===== src/rtl/rascas_pkg.sv =====
package rascas_pkg;

  typedef enum logic [4:0] {
    ST_BOOT, ST_F_RAS, ST_F_REL, ST_IDLE,
    ST_W_DATA, ST_W_WE, ST_W_ROW, ST_W_RAS, ST_W_COL,
    ST_W_CAS, ST_W_RRAS, ST_W_RCAS, ST_W_RDAT, ST_W_WEOFF,
    ST_R_WEOFF, ST_R_ZERO, ST_R_FLOAT, ST_R_ROW, ST_R_RAS,
    ST_R_COL, ST_R_CAS, ST_R_RRAS, ST_R_RCAS
  } seq_st_e;

  // successor of each timed step; the last step of each cycle returns to idle
  function automatic seq_st_e next_step(seq_st_e s);
    case (s)
      ST_BOOT:    return ST_F_RAS;
      ST_F_RAS:   return ST_F_REL;
      ST_W_DATA:  return ST_W_WE;
      ST_W_WE:    return ST_W_ROW;
      ST_W_ROW:   return ST_W_RAS;
      ST_W_RAS:   return ST_W_COL;
      ST_W_COL:   return ST_W_CAS;
      ST_W_CAS:   return ST_W_RRAS;
      ST_W_RRAS:  return ST_W_RCAS;
      ST_W_RCAS:  return ST_W_RDAT;
      ST_W_RDAT:  return ST_W_WEOFF;
      ST_R_WEOFF: return ST_R_ZERO;
      ST_R_ZERO:  return ST_R_FLOAT;
      ST_R_FLOAT: return ST_R_ROW;
      ST_R_ROW:   return ST_R_RAS;
      ST_R_RAS:   return ST_R_COL;
      ST_R_COL:   return ST_R_CAS;
      ST_R_CAS:   return ST_R_RRAS;
      ST_R_RRAS:  return ST_R_RCAS;
      default:    return ST_IDLE;
    endcase
  endfunction

endpackage


===== src/rtl/rascas_addr_split.sv =====
module rascas_addr_split #(
  parameter int ADDR_W = 26,
  parameter int MA_W   = 12
) (
  input  logic [ADDR_W-1:0] addr,
  input  logic [3:0]        abits,
  output logic [MA_W-1:0]   row,
  output logic [MA_W-1:0]   col,
  output logic              bank
);
  logic [3:0]        n;
  logic [ADDR_W-1:0] mask;
  logic [ADDR_W-1:0] shifted;
  logic [ADDR_W-1:0] upper;

  always_comb begin
    if (abits == 4'd0)              n = 4'd1;
    else if (int'(abits) > MA_W)    n = 4'(MA_W);
    else                            n = abits;
    mask    = (ADDR_W'(1) << n) - ADDR_W'(1);
    shifted = addr >> n;
    upper   = addr >> {n, 1'b0};
    row     = MA_W'(shifted & mask);
    col     = MA_W'(addr & mask);
    bank    = |upper;
  end
endmodule


===== src/rtl/rascas_step_timer.sv =====
module rascas_step_timer #(
  parameter int STEP_CYC = 2
) (
  input  logic clk,
  input  logic rst_n,
  input  logic run,
  output logic done
);
  localparam int CW = (STEP_CYC > 1) ? $clog2(STEP_CYC) : 1;
  localparam logic [CW-1:0] LAST = CW'(STEP_CYC - 1);

  logic [CW-1:0] cnt;

  assign done = run && (cnt == LAST);

  always_ff @(posedge clk or negedge rst_n) begin
    if (!rst_n)           cnt <= '0;
    else if (!run || done) cnt <= '0;
    else                  cnt <= cnt + CW'(1);
  end

  AST_TIMER_BOUND: assert property (@(posedge clk) disable iff (!rst_n)
    cnt <= LAST);
endmodule


===== src/rtl/rascas_seq.sv =====
module rascas_seq
  import rascas_pkg::*;
#(
  parameter int ADDR_W   = 26,
  parameter int MA_W     = 12,
  parameter int DW       = 8,
  parameter int STEP_CYC = 2
) (
  input  logic              clk,
  input  logic              rst_n,
  input  logic [3:0]        cfg_abits,
  input  logic              req_valid,
  output logic              req_ready,
  input  logic              req_write,
  input  logic [ADDR_W-1:0] req_addr,
  input  logic [DW-1:0]     req_wdata,
  output logic              rsp_valid,
  output logic [DW-1:0]     rsp_rdata,
  output logic [MA_W-1:0]   mem_addr,
  output logic [1:0]        mem_ras_n,
  output logic              mem_cas_n,
  output logic              mem_we_n,
  output logic [DW-1:0]     mem_dq_out,
  output logic              mem_dq_oe,
  input  logic [DW-1:0]     mem_dq_in
);
  localparam int NBANK = 2;

  seq_st_e         state;
  logic            step_done, run;
  logic            refreshed;
  logic [MA_W-1:0] sp_row, sp_col, lat_row, lat_col;
  logic            sp_bank, lat_bank;
  logic [DW-1:0]   lat_wdata;
  logic            ras_all, ras_one, cas_low, we_low, use_col;

  rascas_addr_split #(.ADDR_W(ADDR_W), .MA_W(MA_W)) u_split (
    .addr(req_addr), .abits(cfg_abits), .row(sp_row), .col(sp_col), .bank(sp_bank)
  );

  assign run = !(state inside {ST_BOOT, ST_IDLE});

  rascas_step_timer #(.STEP_CYC(STEP_CYC)) u_timer (
    .clk(clk), .rst_n(rst_n), .run(run), .done(step_done)
  );

  assign req_ready = (state == ST_IDLE);

  always_ff @(posedge clk or negedge rst_n) begin
    if (!rst_n) begin
      state     <= ST_BOOT;
      rsp_valid <= 1'b0;
      refreshed <= 1'b0;
      rsp_rdata <= '0;
      lat_row   <= '0;
      lat_col   <= '0;
      lat_bank  <= 1'b0;
      lat_wdata <= '0;
    end else begin
      rsp_valid <= 1'b0;
      case (state)
        ST_BOOT: state <= ST_F_RAS;
        ST_IDLE: if (req_valid) begin
          lat_row   <= sp_row;
          lat_col   <= sp_col;
          lat_bank  <= sp_bank;
          lat_wdata <= req_wdata;
          state     <= req_write ? ST_W_DATA : ST_R_WEOFF;
        end
        default: if (step_done) begin
          state <= next_step(state);
          if (state == ST_F_REL) refreshed <= 1'b1;
          if (state inside {ST_W_WEOFF, ST_R_RCAS}) rsp_valid <= 1'b1;
          if (state == ST_R_CAS) rsp_rdata <= mem_dq_in;
        end
      endcase
    end
  end

  // strobe decode per step
  always_comb begin
    ras_all   = (state == ST_F_RAS);
    ras_one   = state inside {ST_W_RAS, ST_W_COL, ST_W_CAS, ST_R_RAS, ST_R_COL, ST_R_CAS};
    cas_low   = state inside {ST_W_CAS, ST_W_RRAS, ST_R_CAS, ST_R_RRAS};
    we_low    = state inside {ST_W_WE, ST_W_ROW, ST_W_RAS, ST_W_COL, ST_W_CAS,
                              ST_W_RRAS, ST_W_RCAS, ST_W_RDAT};
    use_col   = state inside {ST_W_COL, ST_W_CAS, ST_W_RRAS, ST_W_RCAS, ST_W_RDAT,
                              ST_W_WEOFF, ST_R_COL, ST_R_CAS, ST_R_RRAS, ST_R_RCAS};
    mem_dq_oe = state inside {ST_W_DATA, ST_W_WE, ST_W_ROW, ST_W_RAS, ST_W_COL,
                              ST_W_CAS, ST_W_RRAS, ST_W_RCAS, ST_R_ZERO};
    mem_dq_out = (state == ST_R_ZERO) ? '0 : lat_wdata;
    mem_cas_n  = !cas_low;
    mem_we_n   = !we_low;
    mem_addr   = ras_all ? '0 : (use_col ? lat_col : lat_row);
  end

  for (genvar b = 0; b < NBANK; b++) begin : g_ras
    assign mem_ras_n[b] = !(ras_all || (ras_one && (lat_bank == 1'(b))));
  end

  AST_CAS_NEEDS_RAS: assert property (@(posedge clk) disable iff (!rst_n)
    $fell(mem_cas_n) |-> (mem_ras_n != 2'b11));
  AST_WRITE_BUS_DRIVEN: assert property (@(posedge clk) disable iff (!rst_n)
    (!mem_cas_n && !mem_we_n) |-> mem_dq_oe);
  AST_READ_BUS_FREE: assert property (@(posedge clk) disable iff (!rst_n)
    ($fell(mem_cas_n) && mem_we_n) |-> !mem_dq_oe);
  AST_ADDR_HELD_CAS: assert property (@(posedge clk) disable iff (!rst_n)
    !mem_cas_n |-> $stable(mem_addr));
  AST_REFRESH_QUIET: assert property (@(posedge clk) disable iff (!rst_n)
    (mem_ras_n == 2'b00) |-> (mem_cas_n && mem_we_n));
  AST_READY_AFTER_REFRESH: assert property (@(posedge clk) disable iff (!rst_n)
    req_ready |-> refreshed);
  AST_ACK_SINGLE: assert property (@(posedge clk) disable iff (!rst_n)
    rsp_valid |=> !rsp_valid);
endmodule


===== config.mk =====
export PLATFORM = sky130hd
export DESIGN_NAME = rascas_seq
export DESIGN_NICKNAME = d
export VERILOG_FILES = /design/src/rtl/rascas_pkg.sv /design/src/rtl/rascas_addr_split.sv /design/src/rtl/rascas_step_timer.sv /design/src/rtl/rascas_seq.sv
export SDC_FILE = /design/constraint.sdc
export NUM_CORES = 1
export LEC_CHECK = 0
export ABC_AREA = 1
export BUFFER_PORTS_ARGS = -buffer_cell sky130_fd_sc_hd__buf_2
export CORE_ASPECT_RATIO = 1.2
export CORE_MARGIN = 2
export CORE_UTILIZATION = 50
export DETAILED_ROUTE_END_ITERATION = 7
export PLACE_DENSITY = 0.81
export SYNTH_ARGS = -nofsm -noshare
export SYNTH_HDL_FRONTEND = slang
export SYNTH_HIERARCHICAL = 1
export SYNTH_SLANG_ARGS = --single-unit

===== constraint.sdc =====
create_clock -name clk -period 2.7 [get_ports clk]
set_input_delay 0.54 -clock clk [delete_from_list [all_inputs] [get_ports clk]]
set_output_delay 0.54 -clock clk [all_outputs]
set_load 0.1 [all_outputs]

==> Yosys cells after proc, flatten, opt, wreduce, memory -nomap -nowiden <==
Memories as Yosys holds them, arrays and structs flattened.
Index checks and enable logic that the tools add are counted.
{ "word_totals": {"inputBits": 50, "mem_count": 1, "word_cells": 77, "ff_bits": 48, "mem_bits_ro": 160} }
{ "mem_list": {"columns": ["memory", "words", "width", "rd", "rd_ports_with_merged_regs", "wr", "line", "source"], "rows": [
  ["(no name shown)", 32, 5, 1, 0, 0, "rascas_pkg.sv:13", "case (s)"]
]} }
{ "classes": {"mux": 13, "reduce_logical": 26, "order_cmp": 1, "n_eq_ne": 19, "bitwise": 4, "addsub": 2, "n_shift": 3} }
{ "op_table": {"columns": ["operator", "count"], "rows": [
  ["equality test 5 x 4 -> 1 bit (second input constant)", 7],
  ["OR reduction 26 bit", 1],
  ["right shift 26 x 4 -> 12 bit", 1],
  ["right shift 26 x 5 -> 26 bit", 1],
  ["equality test 5 bit (second input constant)", 5],
  ["bitwise AND 12 bit", 2],
  ["two-way mux 12 bit", 2],
  ["equality test 5 x 3 -> 1 bit (second input constant)", 4],
  ["two-way mux 4 bit", 3],
  ["left shift 1 x 4 -> 12 bit (first input constant)", 1],
  ["subtractor 12 x 2 -> 12 bit (second input constant)", 1],
  ["two-way mux 5 bit", 2],
  ["case mux 5 bit (2 select lines)", 1],
  ["nonzero test 10 bit", 1],
  ["nonzero test 9 bit", 1],
  ["two-way mux 8 bit", 1],
  ["nonzero test 8 bit", 1],
  ["nonzero test 6 bit", 1],
  ["equality test 5 x 1 -> 1 bit (second input constant)", 1],
  ["equality test 5 x 2 -> 1 bit (second input constant)", 1],
  ["logical NOT 1 bit", 5],
  ["logical NOT 5 bit", 1],
  ["> comparator 4 bit (second input constant)", 1],
  ["logical NOT 4 bit", 1],
  ["other kinds (12)", 22]
]} }

==> Logic depth before layout (Yosys ltp) <==
Gate-level depths: netlist (run 1).
{ "logic_depth": {"ltp_word": 6, "depth_mapped": 16} }

==> Hierarchy <==
Netlist (run 1), hierarchy kept.
{ "modules_own_cells": {"columns": ["module", "area_per_inst_um2", "cells_per_inst", "seq_area_each_um2", "n_inst"], "rows": [
  ["rascas_seq", 2566.2, 363, 1176.1, 1],
  ["rascas_addr_split", 1461.4, 322, 0.0, 1],
  ["rascas_step_timer", 42.5, 5, 25.0, 1]
]} }

==> Worst setup path before layout (run 1) <==
OpenSTA, ideal clock, no wires.
{ "synth_path": {"path_type": "flip-flop to output port", "start": "register state[0]", "end": "output port mem_addr[0]", "arrival_time_ns": 2.736, "path_stages_with_launch": 12, "n_path_buf": 0, "path_slack_ns": -0.576, "cell_sequence": "dfrtp_1 -> inv_1 -> ha_1 -> inv_1 -> nor2_1 -> nand2_1 -> nand2_1 -> nor2_4 -> nand2_1 -> nor2_4 -> nor2_1 -> nor2_1"} }
{ "synth_between": {"elab_chain_len": 4, "word_cells_on_any_way": 14} }
{ "synth_rtl": {"columns": ["element", "line", "source"], "rows": [
  ["from (decl)", "rascas_seq.sv:29", "seq_st_e state;"],
  ["from (signal assigned)", "rascas_seq.sv:68", "state <= req_write ? ST_W_DATA : ST_R_WEOFF;"],
  ["from (signal assigned)", "rascas_seq.sv:71", "state <= next_step(state);"],
  ["equality test 5 x 4 -> 1 bit / equality test 5 bit (equally long branches)", "rascas_seq.sv:87", "use_col = state inside {ST_W_COL, ST_W_CAS, ST_W_RRAS, ST_W_RCAS, ST_W_RDAT,"],
  ["nonzero test 10 bit", "rascas_seq.sv:87", null],
  ["two-way mux 12 bit", "rascas_seq.sv:94", "mem_addr = ras_all ? '0 : (use_col ? lat_col : lat_row);"],
  ["two-way mux 12 bit *", "rascas_seq.sv:94", null],
  ["to (decl)", "rascas_seq.sv:19", "output logic [MA_W-1:0] mem_addr,"]
]} }
Mark *: on every way between the ends. The rest lies on a longest branch, timed or not.

==> Worst setup path after layout (run 1) <==
{ "layout_path": {"start": "register state[0]", "end": "output port mem_addr[11]"} }
The elaborated chain is that of the path after synthesis.

==> results of run 1 <==
-- area by class of cell --
| type | instances | area [um2] |
|---|---|---|
| flip-flops and latches | 48 | 1207 |
| multi-input cells | 522 | 2620 |
| clock inverters | 1 | 8.758 |
| fillers | 717 | 2753 |
| well taps | 95 | 118.9 |
| clock buffers | 7 | 76.32 |
| inverters | 95 | 369.1 |
| repair buffers | 113 | 864.6 |
-- repair_timing --
item                                    in CTS  in global routing
gates resized for setup                     31                 47
endpoints found under the setup margin      13                 23
pin swaps                                   10                 19
setup buffers                               10                  6
-- stage by stage --
step | TNS [ns] | setup slack, ns | std cells | area (um2) | utilization (%)
after floorplan | -0.9081 | -0.3902 | 690 | 4160 | -
after global placement | 0 | 0.1710 | 857 | 4825 | 60.17
after detailed placement | 0 | 0.07240 | 857 | 4825 | 60.17
after CTS | 0 | 0.008786 | 875 | 5080 | 63.36
after global routing | -1.923 | -0.1852 | 881 | 5265 | 65.67
final | -0.6229 | -0.08365 | 881 | 5265 | 65.67
-- worst max-delay path, delay by kind of cell, from the launching register on --
kind / cells / cell delay, ns
and+or+nand+nor: 7 / 0.91
DFF: 1 / 0.49
buffers and inverters: 3 / 0.33
adders and majority gates: 1 / 0.18
-- cells by family after synthesis --
| logic type | after synthesis | share of synthesized area, % |
|---|---|---|
| AND/OR/NAND/NOR | 414 | 43.04 |
| buffers and inverters | 120 | 12.51 |
| AO/OA/AOI/OAI | 100 | 12.88 |
| flip-flops | 48 | 29.51 |
| adder cells (fa/ha/maj) | 5 | 1.537 |
| XOR/XNOR | 2 | 0.4305 |
| other | 1 | 0.09213 |
-- registers in the layout, indices dropped and copies added, names as in the netlist --
signal       flops
lat_row         12
rsp_valid        1
state            5
lat_col         12
u_timer/cnt      1
lat_bank         1
rsp_rdata        8
lat_wdata        8
-- per-layer routing --
layer  global-route usage [%]  share of wire (%)
met5                        0                  0
met4                    14.78                5.5
met3                    3.363                7.0
met2                    48.28                 48
met1                    33.87                 39
-- cells in the mapped netlist (all sizes together) --
cell type,number,area [um2]
nor3b,1,7.510
buf,19,130.1
conb,1,3.750
dfrtp,48,1201
o211ai,4,30.03
a31oi,2,12.51
a211oi,1,7.510
clkbuf,6,22.52
nand4,3,18.77
nor3,6,40.04
ha,5,62.56
o21ai,76,384.1
or2,3,18.77
nor2,93,394.1
a21oi,14,70.07
nand3b,3,22.52
o22ai,2,12.51
and2,1,6.260
clkinv,1,3.750
nand3,50,260.3
xor2,2,17.52
a22oi,1,7.510
inv,94,352.8
nand2,254,983.4
-- worst min-delay path by stage --
| stage | startpoint | end | slack [ns] | depth (start not counted) |
|---|---|---|---|---|
| after floorplan | rst_n | lat_bank | 0.24 | 0 |
| after global placement | u_timer/cnt | u_timer/cnt | 0.42 | 1 |
| after detailed placement | u_timer/cnt | u_timer/cnt | 0.43 | 1 |
| after CTS | rst_n | u_timer/cnt | 0.19 | 1 |
| after global routing | rst_n | lat_wdata[4] | 0.22 | 1 |
| final | rst_n | lat_wdata[5] | 0.18 | 1 |
==> reports/results.tsv, run 1 <==
metric	value	unit
status	finished with violations	
violations	setup timing	
hpwl	9034	um
tritoncts	done	
drt_iter0_drc	328	
worst_pin_slew	0.5198	ns
fin_crit	2.784	ns
die-area	0.008881	mm2
viasPerCell	5.413	
rsz0062_at_grt	yes	
drt-pass1-iter-count	7	
arrival	2.24	ns
critPathMaxStageDelay	0.49	ns
yosysWarnings	6	
die_y	102.8	um
rrSetupSlack	0.46	ns
area_growth	29.36	%
cp.required	2.16	ns
netlist_area	0.004070	mm2
rows	36	
cpMaxStageDelayCell	dfrtp_2	
portBuffers	84	
clockRootBuffer	clkbuf_8	
crit_end	mem_addr[11]	
wl_per_cell	13.96	um
hold_viol	0	
crit_path_start	state[0]	
drt-total-wl	12300	um
layout_commonest_cell	nand2_1	
synth_nets	745	
slew_violations	0	
cts.sinks	48	
antennaDiodeCount	0	
hold_path_class	in -> async	
layout.cells.most_common_list	231 x nand2_1, 73 x inv_1, 63 x buf_2	
core	0.008018	mm2
antenna_left	0	
nets	840	
die_w	86.36	um
syn-instance-count	690	
ctsHoldBuffers	0	
r2r_end	state[1]	
syn_avg_cell_area	5.899	um2
ys_seq_area_share	29.51	%
setup_ws	-0.08365	ns
drive_gt1_share	27.99	%
clockBufferDepth	2	
r2r_cells	13	
crit_fanout	8	
slew_headroom	65.35	%
crit_path_cell_trace	inv_4 > ha_4 > nand3_1 > nand2_1 > nand2_2 > inv_2 > nor2_4 > nand3_1 > nand2_1 > nor2_4 > buf_12	
clock_latency	0.32	ns
antenna_found_initial	0	
grt_use_total	27.88	%
fmax	0.3592	GHz
place_congestion	1.005	
grt_max_degree	55	
cp-start-kind	flip-flop	
setup_viol	12	
synth.distinct_cells	37	
hold-worst-slack	0.1837	ns
max_cap_viol_count	0	
start_util	50.76	%
ys_seq_elements	48	
htree_levels	2	
finalClockSkew	0.006922	ns
criticalPathCategory	reg -> out	
cp-end-kind	output pin	
grt_pass1_wl	19920	um
post-route-period-util	103.1	%
grt_pass1_vias	4400	
reg2reg_from	state[0]	
overflow	0	
via_count	4769	
clk_pin_slew	0.09	ns
numCtsBuffers	5	
remaining_drc_errors	0	
floorplan.io_pins	85	
Power of run 1 is left out: the tool's default activity adds up to more than one toggle a clock period on the data nets, which glitch-free logic cannot reach.
==> run 2: changes to the inputs <==
--- a/config.mk
+++ b/config.mk
@@ -11,7 +11,7 @@
 export CORE_MARGIN = 2
 export CORE_UTILIZATION = 50
 export DETAILED_ROUTE_END_ITERATION = 7
-export PLACE_DENSITY = 0.81
+export PLACE_DENSITY_LB_ADDON = 0.08
 export SYNTH_ARGS = -nofsm -noshare
 export SYNTH_HDL_FRONTEND = slang
 export SYNTH_HIERARCHICAL = 1
==> reports/results.tsv, run 2 (same netlist as run 1, synthesis figures left out) <==
metric	value	unit	change
status	finished with violations		unchanged
violations	setup timing		unchanged
drt-pass1-iter-count	7		unchanged
finalClockSkew	0.004382	ns	was 0.006922 ns
fin_crit	2.704	ns	was 2.784 ns
drt_iter0_drc	297		was 328
gr-usage-met2	50.89	%	was 48.28%
crit_top_cell	nor2_4		
arrival	2.16	ns	was 2.24 ns
cp-end-kind	output pin		unchanged
rows	36		unchanged
setup_viol	2		was 12
overflow	0		unchanged
die-area	0.008881	mm2	unchanged
crit_fanout	9		was 8
wl_per_cell	14.21	um	was 13.96 um
final_cells	894		was 881
start_util	50.76	%	unchanged
post-route-period-util	100.2	%	was 103.1%
viasPerCell	5.311		was 5.413
critPathBufInv	3		unchanged
drive_gt1_share	31.16	%	was 27.99%
die_y	102.8	um	unchanged
crit_path_cell_trace	inv_4 > nor2_2 > nand2_1 > nand2_2 > nor2_4 > buf_6 > nand3_4 > nor2_1 > nor2_4 > buf_12		was inv_4 > ha_4 > nand3_1 > nand2_1 > nand2_2 > inv_2 > nor2_4 > nand3_1 > nand2_1 > nor2_4 > buf_12
grt_pass1_wl	20530	um	was 19,920 um
gr-usage-met1	35.07	%	was 33.87%
setup_ws	-0.004486	ns	was -0.08365 ns
area_growth	34.71	%	was 29.36%
portBuffers	84		unchanged
cp-start-kind	flip-flop		unchanged
place_congestion	0.9661		was 1.005
clockBufferDepth	2		unchanged
tritoncts	done		unchanged
grt_max_degree	55		unchanged
remaining_drc_errors	0		unchanged
layout.cells.most_common_list	225 x nand2_1, 72 x inv_1, 69 x buf_2		was 231 x nand2_1, 73 x inv_1, 63 x buf_2
max_cap_viol_count	0		unchanged
critPathMaxStageDelay	0.49	ns	about the same
core	0.008018	mm2	unchanged
use_met3	3.283	%	was 3.363%
criticalPathCategory	reg -> out		unchanged
cp_top_family	simple AND/OR/NAND/NOR gates		unchanged
clockRootBuffer	clkbuf_8		unchanged
dp_slack	0.08413	ns	was 0.07240 ns
setup_tns	-0.008187	ns	was -0.6229 ns
floorplan.io_pins	85		unchanged
cp.required	2.16	ns	about the same
clock_latency	0.31	ns	was 0.32 ns
slew_violations	0		unchanged
cts.sinks	48		unchanged
layout_commonest_cell	nand2_1		unchanged
cpMaxStageDelayCell	dfrtp_1		was dfrtp_2
htree_levels	2		unchanged
hold_path_class	in -> async		unchanged
hold_viol	0		unchanged
hpwl	9431	um	was 9034 um
antenna_left	0		unchanged
via_count	4748		was 4,769
top_usage_layer	met2		unchanged
largestRegisters	lat_col (12), lat_row (12)		unchanged
die_w	86.36	um	unchanged
antennaDiodeCount	0		unchanged
antenna_found_initial	0		unchanged
drt-total-wl	12710	um	was 12,300 um
grt_use_total	28.78	%	was 27.88%
numCtsBuffers	5		unchanged
fmax	0.3698	GHz	was 0.3592 GHz
rrSetupSlack	0.08	ns	was 0.46 ns
grt_pass1_vias	4395		was 4,400
placedCellCount	860		was 857
nets	854		was 840
clk_pin_slew	0.08	ns	was 0.09 ns
rsz0062_at_grt	yes		unchanged
[run 2: changes by cell type in the layout (fill, tap and decap cells not counted), sizes merged]
| cell | previous run | this run |
|---|---|---|
| clkinvlp | 0 | 1 |
| buf | 104 | 126 |
| inv | 94 | 93 |
| clkbuf | 16 | 7 |
[run 2: layout make-up]
type / instances / area, um2
clock inverters: 1 / 8.758
multi-input cells: 522 / 2704
well taps: 95 / 118.9
fillers: 707 / 2535
clock buffers: 6 / 82.58
flip-flops and latches: 48 / 1206
inverters: 95 / 375.4
repair buffers: 127 / 987.2
[run 2: per-stage QoR]
stage	util (%)	hold slack (ns)	area (um2)
finish	68.38	0.1289	5483
floorplan	-	0.2444	4160
global placement	60.99	0.4312	4890
CTS	65.28	0.1305	5234
global route	68.38	0.1498	5483
detailed placement	60.99	0.4352	4890
[run 2: path summary, 6_finish.rpt]
path	cells after the start	start	end
worst min register to register	1	u_timer/cnt	u_timer/cnt
worst max register to register	18	state[1]	rsp_valid
min in group clk	3	req_wdata[2]	lat_wdata[2]
worst max-delay path	10	state[3]	mem_addr[9]
worst min-delay path	1	rst_n	rsp_valid
max in group asynchronous	2	rst_n	state[1]
[run 2: metal layers]
layer | routed length (um) | part of all wire [%]
met3 | 662 | 5.2
met5 | 0 | 0
met2 | 6406 | 50
met4 | 494 | 3.9
met1 | 5142 | 40
[run 2: timing repair]
item | CTS | global route
buffers inserted | 21 | 6
hold buffers | 0 | 0
resized for setup | 30 | 63
pin swaps | 9 | 22
setup endpoints to repair | 12 | 24
Power of run 2 is left out for the same reason.
